<file path="src/rtl/int_alu_pkg.sv">
package int_alu_pkg;

   localparam int OPW = 5;

   typedef enum logic [OPW-1:0] {
      OP_ADD   = 5'd0,
      OP_ADDU  = 5'd1,
      OP_SUB   = 5'd2,
      OP_SUBU  = 5'd3,
      OP_ADDI  = 5'd4,
      OP_ADDIU = 5'd5,
      OP_AND   = 5'd6,
      OP_OR    = 5'd7,
      OP_XOR   = 5'd8,
      OP_NOR   = 5'd9,
      OP_ANDI  = 5'd10,
      OP_ORI   = 5'd11,
      OP_XORI  = 5'd12,
      OP_SLL   = 5'd13,
      OP_SRL   = 5'd14,
      OP_SRA   = 5'd15,
      OP_SLLV  = 5'd16,
      OP_SRLV  = 5'd17,
      OP_SRAV  = 5'd18,
      OP_SLT   = 5'd19,
      OP_SLTI  = 5'd20,
      OP_CLZ   = 5'd21,
      OP_CLO   = 5'd22
   } alu_op_e;

   typedef enum logic [2:0] {
      GRP_NONE  = 3'd0,
      GRP_ARITH = 3'd1,
      GRP_BITOP = 3'd2,
      GRP_SHIFT = 3'd3,
      GRP_LESS  = 3'd4,
      GRP_COUNT = 3'd5
   } res_grp_e;

   typedef enum logic [1:0] {
      BIT_AND = 2'd0,
      BIT_OR  = 2'd1,
      BIT_XOR = 2'd2,
      BIT_NOR = 2'd3
   } bit_fn_e;

   typedef enum logic [1:0] {
      SH_LEFT  = 2'd0,
      SH_RLOG  = 2'd1,
      SH_RARI  = 2'd2
   } sh_kind_e;

   typedef struct packed {
      logic     valid;
      logic     use_imm;
      logic     imm_sext;
      logic     subtract;
      logic     may_trap;
      bit_fn_e  bit_fn;
      sh_kind_e sh_kind;
      logic     sh_var;
      logic     cnt_ones;
      res_grp_e grp;
   } alu_ctl_t;

endpackage

</file>
<file path="src/rtl/int_alu_decode.sv">
module int_alu_decode
   import int_alu_pkg::*;
(
   input  logic [OPW-1:0] op_i,
   output alu_ctl_t       ctl_o
);

   always_comb begin
      ctl_o = '{valid: 1'b1, use_imm: 1'b0, imm_sext: 1'b0, subtract: 1'b0,
                may_trap: 1'b0, bit_fn: BIT_AND, sh_kind: SH_LEFT,
                sh_var: 1'b0, cnt_ones: 1'b0, grp: GRP_NONE};
      case (op_i)
         OP_ADD:   begin ctl_o.grp = GRP_ARITH; ctl_o.may_trap = 1'b1; end
         OP_ADDU:  begin ctl_o.grp = GRP_ARITH; end
         OP_SUB:   begin ctl_o.grp = GRP_ARITH; ctl_o.subtract = 1'b1;
                         ctl_o.may_trap = 1'b1; end
         OP_SUBU:  begin ctl_o.grp = GRP_ARITH; ctl_o.subtract = 1'b1; end
         OP_ADDI:  begin ctl_o.grp = GRP_ARITH; ctl_o.use_imm = 1'b1;
                         ctl_o.imm_sext = 1'b1; ctl_o.may_trap = 1'b1; end
         OP_ADDIU: begin ctl_o.grp = GRP_ARITH; ctl_o.use_imm = 1'b1;
                         ctl_o.imm_sext = 1'b1; end
         OP_AND:   begin ctl_o.grp = GRP_BITOP; ctl_o.bit_fn = BIT_AND; end
         OP_OR:    begin ctl_o.grp = GRP_BITOP; ctl_o.bit_fn = BIT_OR;  end
         OP_XOR:   begin ctl_o.grp = GRP_BITOP; ctl_o.bit_fn = BIT_XOR; end
         OP_NOR:   begin ctl_o.grp = GRP_BITOP; ctl_o.bit_fn = BIT_NOR; end
         OP_ANDI:  begin ctl_o.grp = GRP_BITOP; ctl_o.bit_fn = BIT_AND;
                         ctl_o.use_imm = 1'b1; end
         OP_ORI:   begin ctl_o.grp = GRP_BITOP; ctl_o.bit_fn = BIT_OR;
                         ctl_o.use_imm = 1'b1; end
         OP_XORI:  begin ctl_o.grp = GRP_BITOP; ctl_o.bit_fn = BIT_XOR;
                         ctl_o.use_imm = 1'b1; end
         OP_SLL:   begin ctl_o.grp = GRP_SHIFT; ctl_o.sh_kind = SH_LEFT; end
         OP_SRL:   begin ctl_o.grp = GRP_SHIFT; ctl_o.sh_kind = SH_RLOG; end
         OP_SRA:   begin ctl_o.grp = GRP_SHIFT; ctl_o.sh_kind = SH_RARI; end
         OP_SLLV:  begin ctl_o.grp = GRP_SHIFT; ctl_o.sh_kind = SH_LEFT;
                         ctl_o.sh_var = 1'b1; end
         OP_SRLV:  begin ctl_o.grp = GRP_SHIFT; ctl_o.sh_kind = SH_RLOG;
                         ctl_o.sh_var = 1'b1; end
         OP_SRAV:  begin ctl_o.grp = GRP_SHIFT; ctl_o.sh_kind = SH_RARI;
                         ctl_o.sh_var = 1'b1; end
         OP_SLT:   begin ctl_o.grp = GRP_LESS; ctl_o.subtract = 1'b1; end
         OP_SLTI:  begin ctl_o.grp = GRP_LESS; ctl_o.subtract = 1'b1;
                         ctl_o.use_imm = 1'b1; ctl_o.imm_sext = 1'b1; end
         OP_CLZ:   begin ctl_o.grp = GRP_COUNT; end
         OP_CLO:   begin ctl_o.grp = GRP_COUNT; ctl_o.cnt_ones = 1'b1; end
         default:  begin ctl_o.valid = 1'b0; end
      endcase
   end

endmodule

</file>
<file path="src/rtl/int_alu_addsub.sv">
module int_alu_addsub #(
   parameter int XLEN = 32
) (
   input  logic [XLEN-1:0] a_i,
   input  logic [XLEN-1:0] b_i,
   input  logic            sub_i,
   output logic [XLEN-1:0] sum_o,
   output logic            ovf_o
);

   logic [XLEN-1:0] b_eff;

   always_comb begin
      b_eff = sub_i ? ~b_i : b_i;
      sum_o = a_i + b_eff + {{(XLEN-1){1'b0}}, sub_i};
      ovf_o = (a_i[XLEN-1] == b_eff[XLEN-1]) && (sum_o[XLEN-1] != a_i[XLEN-1]);
   end

endmodule

</file>
<file path="src/rtl/int_alu_shifter.sv">
module int_alu_shifter
   import int_alu_pkg::*;
#(
   parameter int XLEN = 32,
   parameter int IMPL = 0,
   localparam int SHW = $clog2(XLEN)
) (
   input  logic [XLEN-1:0] val_i,
   input  logic [SHW-1:0]  amt_i,
   input  sh_kind_e        kind_i,
   output logic [XLEN-1:0] out_o
);

   if (IMPL == 0) begin : g_staged
      logic            fill;
      logic            left;
      logic [XLEN-1:0] src;
      logic [XLEN-1:0] st [SHW+1];

      always_comb begin
         left = (kind_i == SH_LEFT);
         fill = (kind_i == SH_RARI) & val_i[XLEN-1];
         for (int i = 0; i < XLEN; i++) begin
            src[i] = left ? val_i[XLEN-1-i] : val_i[i];
         end
      end

      assign st[0] = src;

      for (genvar s = 0; s < SHW; s++) begin : g_stage
         localparam int D = 1 << s;
         assign st[s+1] = amt_i[s] ? {{D{fill}}, st[s][XLEN-1:D]} : st[s];
      end

      always_comb begin
         for (int i = 0; i < XLEN; i++) begin
            out_o[i] = left ? st[SHW][XLEN-1-i] : st[SHW][i];
         end
      end
   end else begin : g_direct
      always_comb begin
         case (kind_i)
            SH_LEFT: out_o = val_i << amt_i;
            SH_RLOG: out_o = val_i >> amt_i;
            default: out_o = $unsigned($signed(val_i) >>> amt_i);
         endcase
      end
   end

   always_comb begin
      if (amt_i == '0) begin
         AST_SHIFT_ZERO_IDENT: assert (out_o == val_i);
      end
   end

endmodule

</file>
<file path="src/rtl/int_alu_lzc.sv">
module int_alu_lzc #(
   parameter int XLEN = 32,
   parameter int IMPL = 1,
   localparam int CW = $clog2(XLEN) + 1
) (
   input  logic [XLEN-1:0] val_i,
   output logic [CW-1:0]   cnt_o
);

   if (IMPL == 0) begin : g_scan
      logic found;
      always_comb begin
         cnt_o = CW'(XLEN);
         found = 1'b0;
         for (int i = XLEN - 1; i >= 0; i--) begin
            if (!found && val_i[i]) begin
               cnt_o = CW'(XLEN - 1 - i);
               found = 1'b1;
            end
         end
      end
   end else begin : g_tree
      localparam int NODES = 2 * XLEN - 1;
      logic [CW-1:0] cnt  [NODES];
      logic          zero [NODES];

      for (genvar j = 0; j < XLEN; j++) begin : g_leaf
         assign zero[XLEN-1+j] = ~val_i[XLEN-1-j];
         assign cnt[XLEN-1+j]  = {{(CW-1){1'b0}}, ~val_i[XLEN-1-j]};
      end

      for (genvar k = 0; k < XLEN - 1; k++) begin : g_node
         localparam int DEPTH = $clog2(k + 2) - 1;
         localparam int CHILD = XLEN >> (DEPTH + 1);
         assign zero[k] = zero[2*k+1] & zero[2*k+2];
         assign cnt[k]  = zero[2*k+1] ? (CW'(CHILD) + cnt[2*k+2]) : cnt[2*k+1];
      end

      assign cnt_o = cnt[0];
   end

   always_comb begin
      if (val_i[XLEN-1]) begin
         AST_LEAD_BIT_ZERO_COUNT: assert (cnt_o == '0);
      end
   end

endmodule

</file>
<file path="src/rtl/int_exec_unit.sv">
module int_exec_unit
   import int_alu_pkg::*;
#(
   parameter int XLEN       = 32,
   parameter int IMMW       = 16,
   parameter int SHIFT_IMPL = 0,
   parameter int LZC_IMPL   = 1,
   localparam int SHW       = $clog2(XLEN),
   localparam int CW        = SHW + 1
) (
   input  logic [OPW-1:0]  op_i,
   input  logic [XLEN-1:0] rs_val_i,
   input  logic [XLEN-1:0] rt_val_i,
   input  logic [IMMW-1:0] imm_i,
   input  logic [SHW-1:0]  shamt_i,
   output logic [XLEN-1:0] result_o,
   output logic            ovf_trap_o,
   output logic            wr_en_o
);

   if ((XLEN & (XLEN - 1)) != 0 || XLEN <= IMMW) begin : g_bad_width
      $error("int_exec_unit: XLEN must be a power of two wider than IMMW");
   end
   if (SHIFT_IMPL < 0 || SHIFT_IMPL > 1 || LZC_IMPL < 0 || LZC_IMPL > 1) begin : g_bad_impl
      $error("int_exec_unit: SHIFT_IMPL and LZC_IMPL must be 0 or 1");
   end

   alu_ctl_t        ctl;
   logic [XLEN-1:0] imm_ext;
   logic [XLEN-1:0] opnd_b;
   logic [XLEN-1:0] sum;
   logic            raw_ovf;
   logic [XLEN-1:0] bit_res;
   logic [XLEN-1:0] sh_res;
   logic [SHW-1:0]  sh_amt;
   logic [XLEN-1:0] cnt_src;
   logic [CW-1:0]   cnt;
   logic            less;

   int_alu_decode u_decode (
      .op_i  (op_i),
      .ctl_o (ctl)
   );

   always_comb begin
      imm_ext = ctl.imm_sext ? {{(XLEN-IMMW){imm_i[IMMW-1]}}, imm_i}
                             : {{(XLEN-IMMW){1'b0}}, imm_i};
      opnd_b  = ctl.use_imm ? imm_ext : rt_val_i;
   end

   int_alu_addsub #(.XLEN(XLEN)) u_addsub (
      .a_i   (rs_val_i),
      .b_i   (opnd_b),
      .sub_i (ctl.subtract),
      .sum_o (sum),
      .ovf_o (raw_ovf)
   );

   always_comb begin
      case (ctl.bit_fn)
         BIT_AND: bit_res = rs_val_i & opnd_b;
         BIT_OR:  bit_res = rs_val_i | opnd_b;
         BIT_XOR: bit_res = rs_val_i ^ opnd_b;
         default: bit_res = ~(rs_val_i | opnd_b);
      endcase
   end

   assign sh_amt = ctl.sh_var ? rs_val_i[SHW-1:0] : shamt_i;

   int_alu_shifter #(.XLEN(XLEN), .IMPL(SHIFT_IMPL)) u_shift (
      .val_i  (rt_val_i),
      .amt_i  (sh_amt),
      .kind_i (ctl.sh_kind),
      .out_o  (sh_res)
   );

   assign cnt_src = ctl.cnt_ones ? ~rs_val_i : rs_val_i;

   int_alu_lzc #(.XLEN(XLEN), .IMPL(LZC_IMPL)) u_lzc (
      .val_i (cnt_src),
      .cnt_o (cnt)
   );

   assign less = sum[XLEN-1] ^ raw_ovf;

   always_comb begin
      case (ctl.grp)
         GRP_ARITH: result_o = sum;
         GRP_BITOP: result_o = bit_res;
         GRP_SHIFT: result_o = sh_res;
         GRP_LESS:  result_o = {{(XLEN-1){1'b0}}, less};
         GRP_COUNT: result_o = {{(XLEN-CW){1'b0}}, cnt};
         default:   result_o = '0;
      endcase
      ovf_trap_o = ctl.may_trap & raw_ovf;
      wr_en_o    = ctl.valid & ~ovf_trap_o;
   end

   always_comb begin
      AST_TRAP_BLOCKS_WRITE: assert (!(ovf_trap_o && wr_en_o));
      if (op_i == OP_ADDU || op_i == OP_ADDIU || op_i == OP_SUBU) begin
         AST_NO_OVERFLOW: assert (!ovf_trap_o);
      end
      if (op_i == OP_ADD && ovf_trap_o) begin
         AST_ADD_TRAP_SIGNS: assert (rs_val_i[XLEN-1] == rt_val_i[XLEN-1] &&
                                     result_o[XLEN-1] != rs_val_i[XLEN-1]);
      end
      if (op_i == OP_SLT || op_i == OP_SLTI) begin
         AST_LESS_IS_BIT: assert (result_o[XLEN-1:1] == '0 && wr_en_o);
      end
      if (op_i == OP_CLZ || op_i == OP_CLO) begin
         AST_COUNT_LIMIT: assert (result_o <= XLEN);
      end
      if (op_i > OP_CLO) begin
         AST_UNDEF_IDLE: assert (!wr_en_o && !ovf_trap_o && result_o == '0);
      end
   end

endmodule

</file>
<file path="config.mk">
export PLATFORM = sky130hd
export DESIGN_NAME = int_exec_unit
export DESIGN_NICKNAME = d
export VERILOG_FILES = /design/src/rtl/int_alu_pkg.sv /design/src/rtl/int_alu_decode.sv /design/src/rtl/int_alu_addsub.sv /design/src/rtl/int_alu_shifter.sv /design/src/rtl/int_alu_lzc.sv /design/src/rtl/int_exec_unit.sv
export SDC_FILE = /design/constraint.sdc
export NUM_CORES = 1
export LEC_CHECK = 0
export ABC_CLOCK_PERIOD_IN_PS = 9620
export BUFFER_PORTS_ARGS = -buffer_cell sky130_fd_sc_hd__buf_4
export CORE_MARGIN = 2
export CORE_UTILIZATION = 47
export DETAILED_ROUTE_END_ITERATION = 12
export PLACE_DENSITY = 0.7
export SYNTH_ARGS = -nofsm -noshare
export SYNTH_HDL_FRONTEND = slang
export SYNTH_SLANG_ARGS = --single-unit
</file>
<file path="constraint.sdc">
create_clock -name vclk -period 9.62
set_input_delay 2.886 -clock vclk [all_inputs]
set_output_delay 2.886 -clock vclk [all_outputs]
set_load 0.005 [all_outputs]
</file>
After elaboration in Yosys (flattened, before gate mapping):

Cells that the tools add are included.

* flip-flop bits (word level): 0
* latch bits: 0
* bits in writable memories: 0
* ROM bits: 0
* input bits: 90
* output and inout bits: 34
* word-level logic and storage cells: 270
* memories kept: 0

* add/subtract/negate cells: 33
* multipliers: 0
* div/mod/pow operators: 0
* order comparisons: 0
* eq/ne operators: 32
* shift operators: 0
* mux-type cells: 117
* bitwise logic cells: 69
* reduce and logical (&&, ||, !) cells: 19

Operator list (count)
* 32-bit two-way mux: 9
* 6-bit two-way mux: 31
* 32-bit one-hot mux with 5 select lines: 1
* 32-bit NOT: 3
* 32-bit one-hot mux with 3 select lines: 1
* 1-bit two-way mux: 71
* 2-bit by 6-bit adder with 6-bit output (first input constant): 8
* 5-bit by 4-bit equality test with 1-bit output (second input constant): 8
* 5-bit equality test (second input constant): 7
* 1-bit NOT: 33
* 1-bit by 1-bit adder with 2-bit output (first input constant): 16
* 32-bit by 1-bit adder with 32-bit output: 1
* 32-bit adder: 1
* 32-bit AND: 1
* 32-bit bitwise OR: 1
* 32-bit XOR: 1
* 1-bit AND: 29
* 3-bit by 6-bit adder with 6-bit output (first input constant): 4
* 23-bit OR reduction: 1
* 5-bit by 3-bit equality test with 1-bit output (second input constant): 4
* 6-bit OR reduction: 3
* 3-bit one-hot mux with 5 select lines: 1
* 4-bit by 6-bit adder with 6-bit output (first input constant): 2
* 2-bit OR reduction: 6
* other kinds (20): 27

Longest topological paths before layout:

* word-level depth: 15
* mapped depth: 19
* depth with buffers taken out: 15

Modules after synthesis:

From an unflattened synthesis, not the netlist that was laid out.

* cells, all modules: 1249
* area total of the unflattened synthesis: 9163.8 sq um

Modules (own cells, without submodules)
* int_exec_unit: instances 1, cells an instance 463, area each 3299.4 sq um, sequential area each 0.0 sq um
* int_alu_shifter: instances 1, cells an instance 378, area each 3099.2 sq um, sequential area each 0.0 sq um
* int_alu_addsub: instances 1, cells an instance 304, area each 2110.8 sq um, sequential area each 0.0 sq um
* int_alu_lzc: instances 1, cells an instance 61, area each 351.6 sq um, sequential area each 0.0 sq um
* int_alu_decode: instances 1, cells an instance 43, area each 302.8 sq um, sequential area each 0.0 sq um

Least setup slack after synthesis:

OpenSTA, ideal clock, no wires.

* path kind: input-to-output
* start point: input op_i[4]
* end point: output result_o[26]
* arrival time: 6873 ps
* data required time: 6734 ps
* path slack: -139 ps
* stages: 17
* buffers on the path: 2
* path through: buf_2 nor2b_1 mux2_2 nor2_1 clkbuf_1 xnor2_1 fa_1 a21o_1 a221oi_1 nor3_1 o21a_1 a21oi_1 a21oi_1 a21boi_1 o31ai_1 xor2_1 a221o_1

* longest elaborated chain between the ends: 12
* elaborated cells between the ends (all ways): 100
* those cells by class: 2 x add/sub; 30 x eq/ne; 46 x mux; 6 x bitwise; 16 x reduce/logical

Ends and longest elaborated chain
* start, declared: RTL line int_exec_unit.sv:11 `input logic [OPW-1:0] op_i,`
* branches (longest 11 deep; another with 32-bit adder)
* 32-bit one-hot mux with 5 select lines (*): RTL line int_exec_unit.sv:87 `case (ctl.grp)`
* end, declared: RTL line int_exec_unit.sv:16 `output logic [XLEN-1:0] result_o,`

Mark *: on every way between the ends.

Worst setup path in the final report:

* start point: input op_i[0]
* end point: output result_o[31]

Same word-level chain as after synthesis.

==> metrics.md <==
| Metric | Value |
|---|---|
| Placed wire-length estimate after detailed placement | 29,500 um |
| Setup repair after global routing missed its margin | true |
| Dominant combinational cell family by area after synthesis | compound AO/OA/AOI/OAI gates |
| Aggregate routed wire length | 37,200 um |
| Multi-input combinational cell area | 7950 um2 |
| Final number of hold-violating endpoints | 0 |
| Detail-routed net length per standard cell | 22.9 um |
| LEAKAGE | 4.88 nW |
| Part of the cycle the worst path needs | 99.2% |
| Pwr dens | 77.6 nW/um2 |
| Kind of launch point of the worst setup path | input port |
| Hold WS | 6150 ps |
| Share of the yosys chip area belonging to registers | 0% |
| Commonest non-fill, non-tap cell in the layout | buf_4 |
| Aggregate global-route resource usage | 38.5% |
| Number of nets in the layout | 1,586 |
| Highest attainable clock frequency | 0.105 GHz |
| Number of warning messages in the yosys log | 0 |
| # diodes | 0 |
| Final slew viol count | 0 |
| Number of global-route vias before repair | 10,200 |
| Kind of end point of the critical path | output pin |
| Number of placed instances, taps included | 1,612 |
| Seq_cells | 0 |
| Most frequent cells in the layout | buf_4 (260), a21oi_1 (140), ha_1 (93) |
| Synthesized area divided by synthesized cell count | 6.96 um2 |
| Number of maximum-capacitance constraint violations | 0 |
| Maximum number of pins on one net before global-route repair | 33 |
| Outcome | finished, final reports clean |
| Final number of setup-violating endpoints | 0 |
| Placeable core region | 17,400 um2 |
| Number of optimization iterations in the first detailed-route pass | 8 |
| Non-filler cells, final | 1,624 |
| Compound-cell area share of the yosys netlist | 38.5% |
| Area growth syn-to-layout | 26.7% |
| Adder-cell area share of the yosys netlist | 14.4% |
| Starting density of the core | 48.4% |
| Final estimated routing congestion in global placement | 1.09 |
| Slew @ Worst Pin | 969 ps |
| Xor and xnor fraction of the mapped netlist area | 5.84% |
| Total global routing overflow | 0 |
| Category of the critical setup timing path | in2out |
| Antenna violations before repair | 0 |
| Chip Width | 138 um |
| Count of clock buffers in the final design | 0 |
| Number of buffers inserted by hold repair at cts | 0 |
| Tmin final | 9540 ps |
| Critical path peak fanout | 18 |
| Max-Slew Margin vs Limit | 35.3% |
| Height of the chip | 138 um |
| Die area | 19,000 um2 |
| Multiplexer share of the synthesized area | 14.4% |
| Number of placement rows | 48 |
| Data arrival, critical path | 6660 ps |
| Number of top-level design ports | 124 |
| Worst vdd rail ir drop | 30.8 uV |
| Post-route ant nets | 0 |
| Fill cells | 1,589 |
| Post-detailed-route DRC marker count | 0 |
| Share of final-layout standard cells stronger than drive strength 1 | 26.6% |
| Syn Nets | 1,391 |
| Worst path required time | 6730 ps |
| Via count | 10,900 |
| Input/output buffers | 124 |
| Post-synthesis cell type count | 100 |
| Netlist Area Pre-Place | 8400 um2 |
| Wire length of the first global-routing pass | 56,500 um |
| Synthesized-area fraction occupied by and/or/nand/nor cells | 18.8% |
| Post-DR vias/cell | 6.74 |
| Post-Synthesis Cells | 1,206 |
| Number of violations reported at the end of detailed-routing iteration 0 | 1,114 |
| Class of the tightest hold or removal check | in2out |
| Total area of sequential cells | 0 um2 |
## final timing paths
path | from | to | slack (ps) | cells after the start
worst max-delay path | op_i[0] | result_o[31] | 80 | 21
worst min-delay path | op_i[4] | wr_en_o | 6150 | 4
## worst max-delay path, stage by stage
cell and delay (ps):
buf_6 100, buf_4 190, nor2b_2 140, mux2_4 330, nor2_4 150, buf_4 170, xnor2_2 90, buf_4 160
ha_4 250, o21a_1 120, o211ai_1 100, a32oi_1 250, and4_1 210, a21o_1 190, nand3_2 120, a2111oi_4 300
buf_4 200, o21ai_4 90, xnor2_2 170, o221ai_2 250, buf_4 170
## kinds of logic (layout without fill, tap and decap cells)
logic type,count (synthesis),in the layout
compound gates,480,480
simple gates,318,318
buf+inv,155,348
mux,101,101
fa+ha+maj,96,96
xor+xnor,56,56
## layer usage
metal	global-route usage (%)	share of wire (%)	wire length [um]
met2	61.4	44	16200
met5	0	0	0
met1	48.7	38	14100
met3	6.73	11	4160
met4	22.2	7.4	2740
## cells in the mapped netlist, drive strengths merged, types with 4 or more instances
| cell | instances | area share, % |
|---|---|---|
| mux4 | 12 | 3.2 |
| nand2b | 14 | 1.0 |
| nor2b | 9 | 0.67 |
| a221o | 9 | 1.1 |
| o22a | 5 | 0.52 |
| or3 | 8 | 0.60 |
| a211oi | 20 | 1.9 |
| a221oi | 10 | 1.1 |
| nor2 | 81 | 3.9 |
| a21boi | 4 | 0.36 |
| a21oi | 151 | 9.1 |
| xor2 | 9 | 0.94 |
| o31ai | 6 | 0.54 |
| o32ai | 4 | 0.42 |
| ha | 94 | 14 |
| and2 | 6 | 0.45 |
| a31oi | 16 | 1.4 |
| o311ai | 5 | 0.61 |
| nand3 | 37 | 2.3 |
| o2111ai | 6 | 0.70 |
| and3 | 8 | 0.66 |
| nand4 | 8 | 0.60 |
| o21ai | 81 | 5.1 |
| nand2 | 94 | 4.4 |
| clkbuf | 42 | 1.9 |
| nor3 | 30 | 1.9 |
| o22ai | 14 | 1.0 |
| xnor2 | 47 | 4.9 |
| a22oi | 21 | 1.9 |
| o211ai | 27 | 2.4 |
| and4 | 4 | 0.42 |
| o21a | 11 | 1.0 |
| a21o | 27 | 2.4 |
| o311a | 4 | 0.48 |
| or3b | 4 | 0.45 |
| o21bai | 5 | 0.49 |
| buf | 35 | 2.6 |
| a2111oi | 4 | 0.66 |
| inv | 78 | 3.5 |
| mux2i | 72 | 8.9 |
| mux2 | 17 | 2.3 |
| a311oi | 6 | 0.63 |
| o221ai | 11 | 1.1 |
| a211o | 13 | 1.4 |
## per-stage QoR
stage	TNS, ps	util [%]	setup slack (ps)	power, W	area, um2
CTS	0	60.2	16.7	0.000781	10500
detailed placement	-987	59.7	-157	0.000766	10400
global placement	-238	59.7	-103	0.000757	10400
floorplan	0	-	43.4	0.000469	8420
finish	0	61.3	75.1	0.000826	10600
global route	-134	61.3	-58.4	0.000882	10600
## power by group
part           switching [W]  total, W  internal, W
Clock                      0         0            0
Sequential                 0         0            0
Combinational       0.000462  0.000826     0.000364
## timing repair
item,4_1_cts,5_1_grt
resized for setup,12,29
hold endpoints to repair,0,0
gates cloned,0,0
setup buffers,5,7
setup endpoints to repair,13,21
pin swaps,9,21
## cell type report
type | instances | share of cell area, %
Timing Repair Buffer | 270 | 19.9
Inverter | 78 | 2.75
Multi-Input combinational cell | 1051 | 74.7
Tap cell | 225 | 2.65
(Power assumes the default switching activity.)
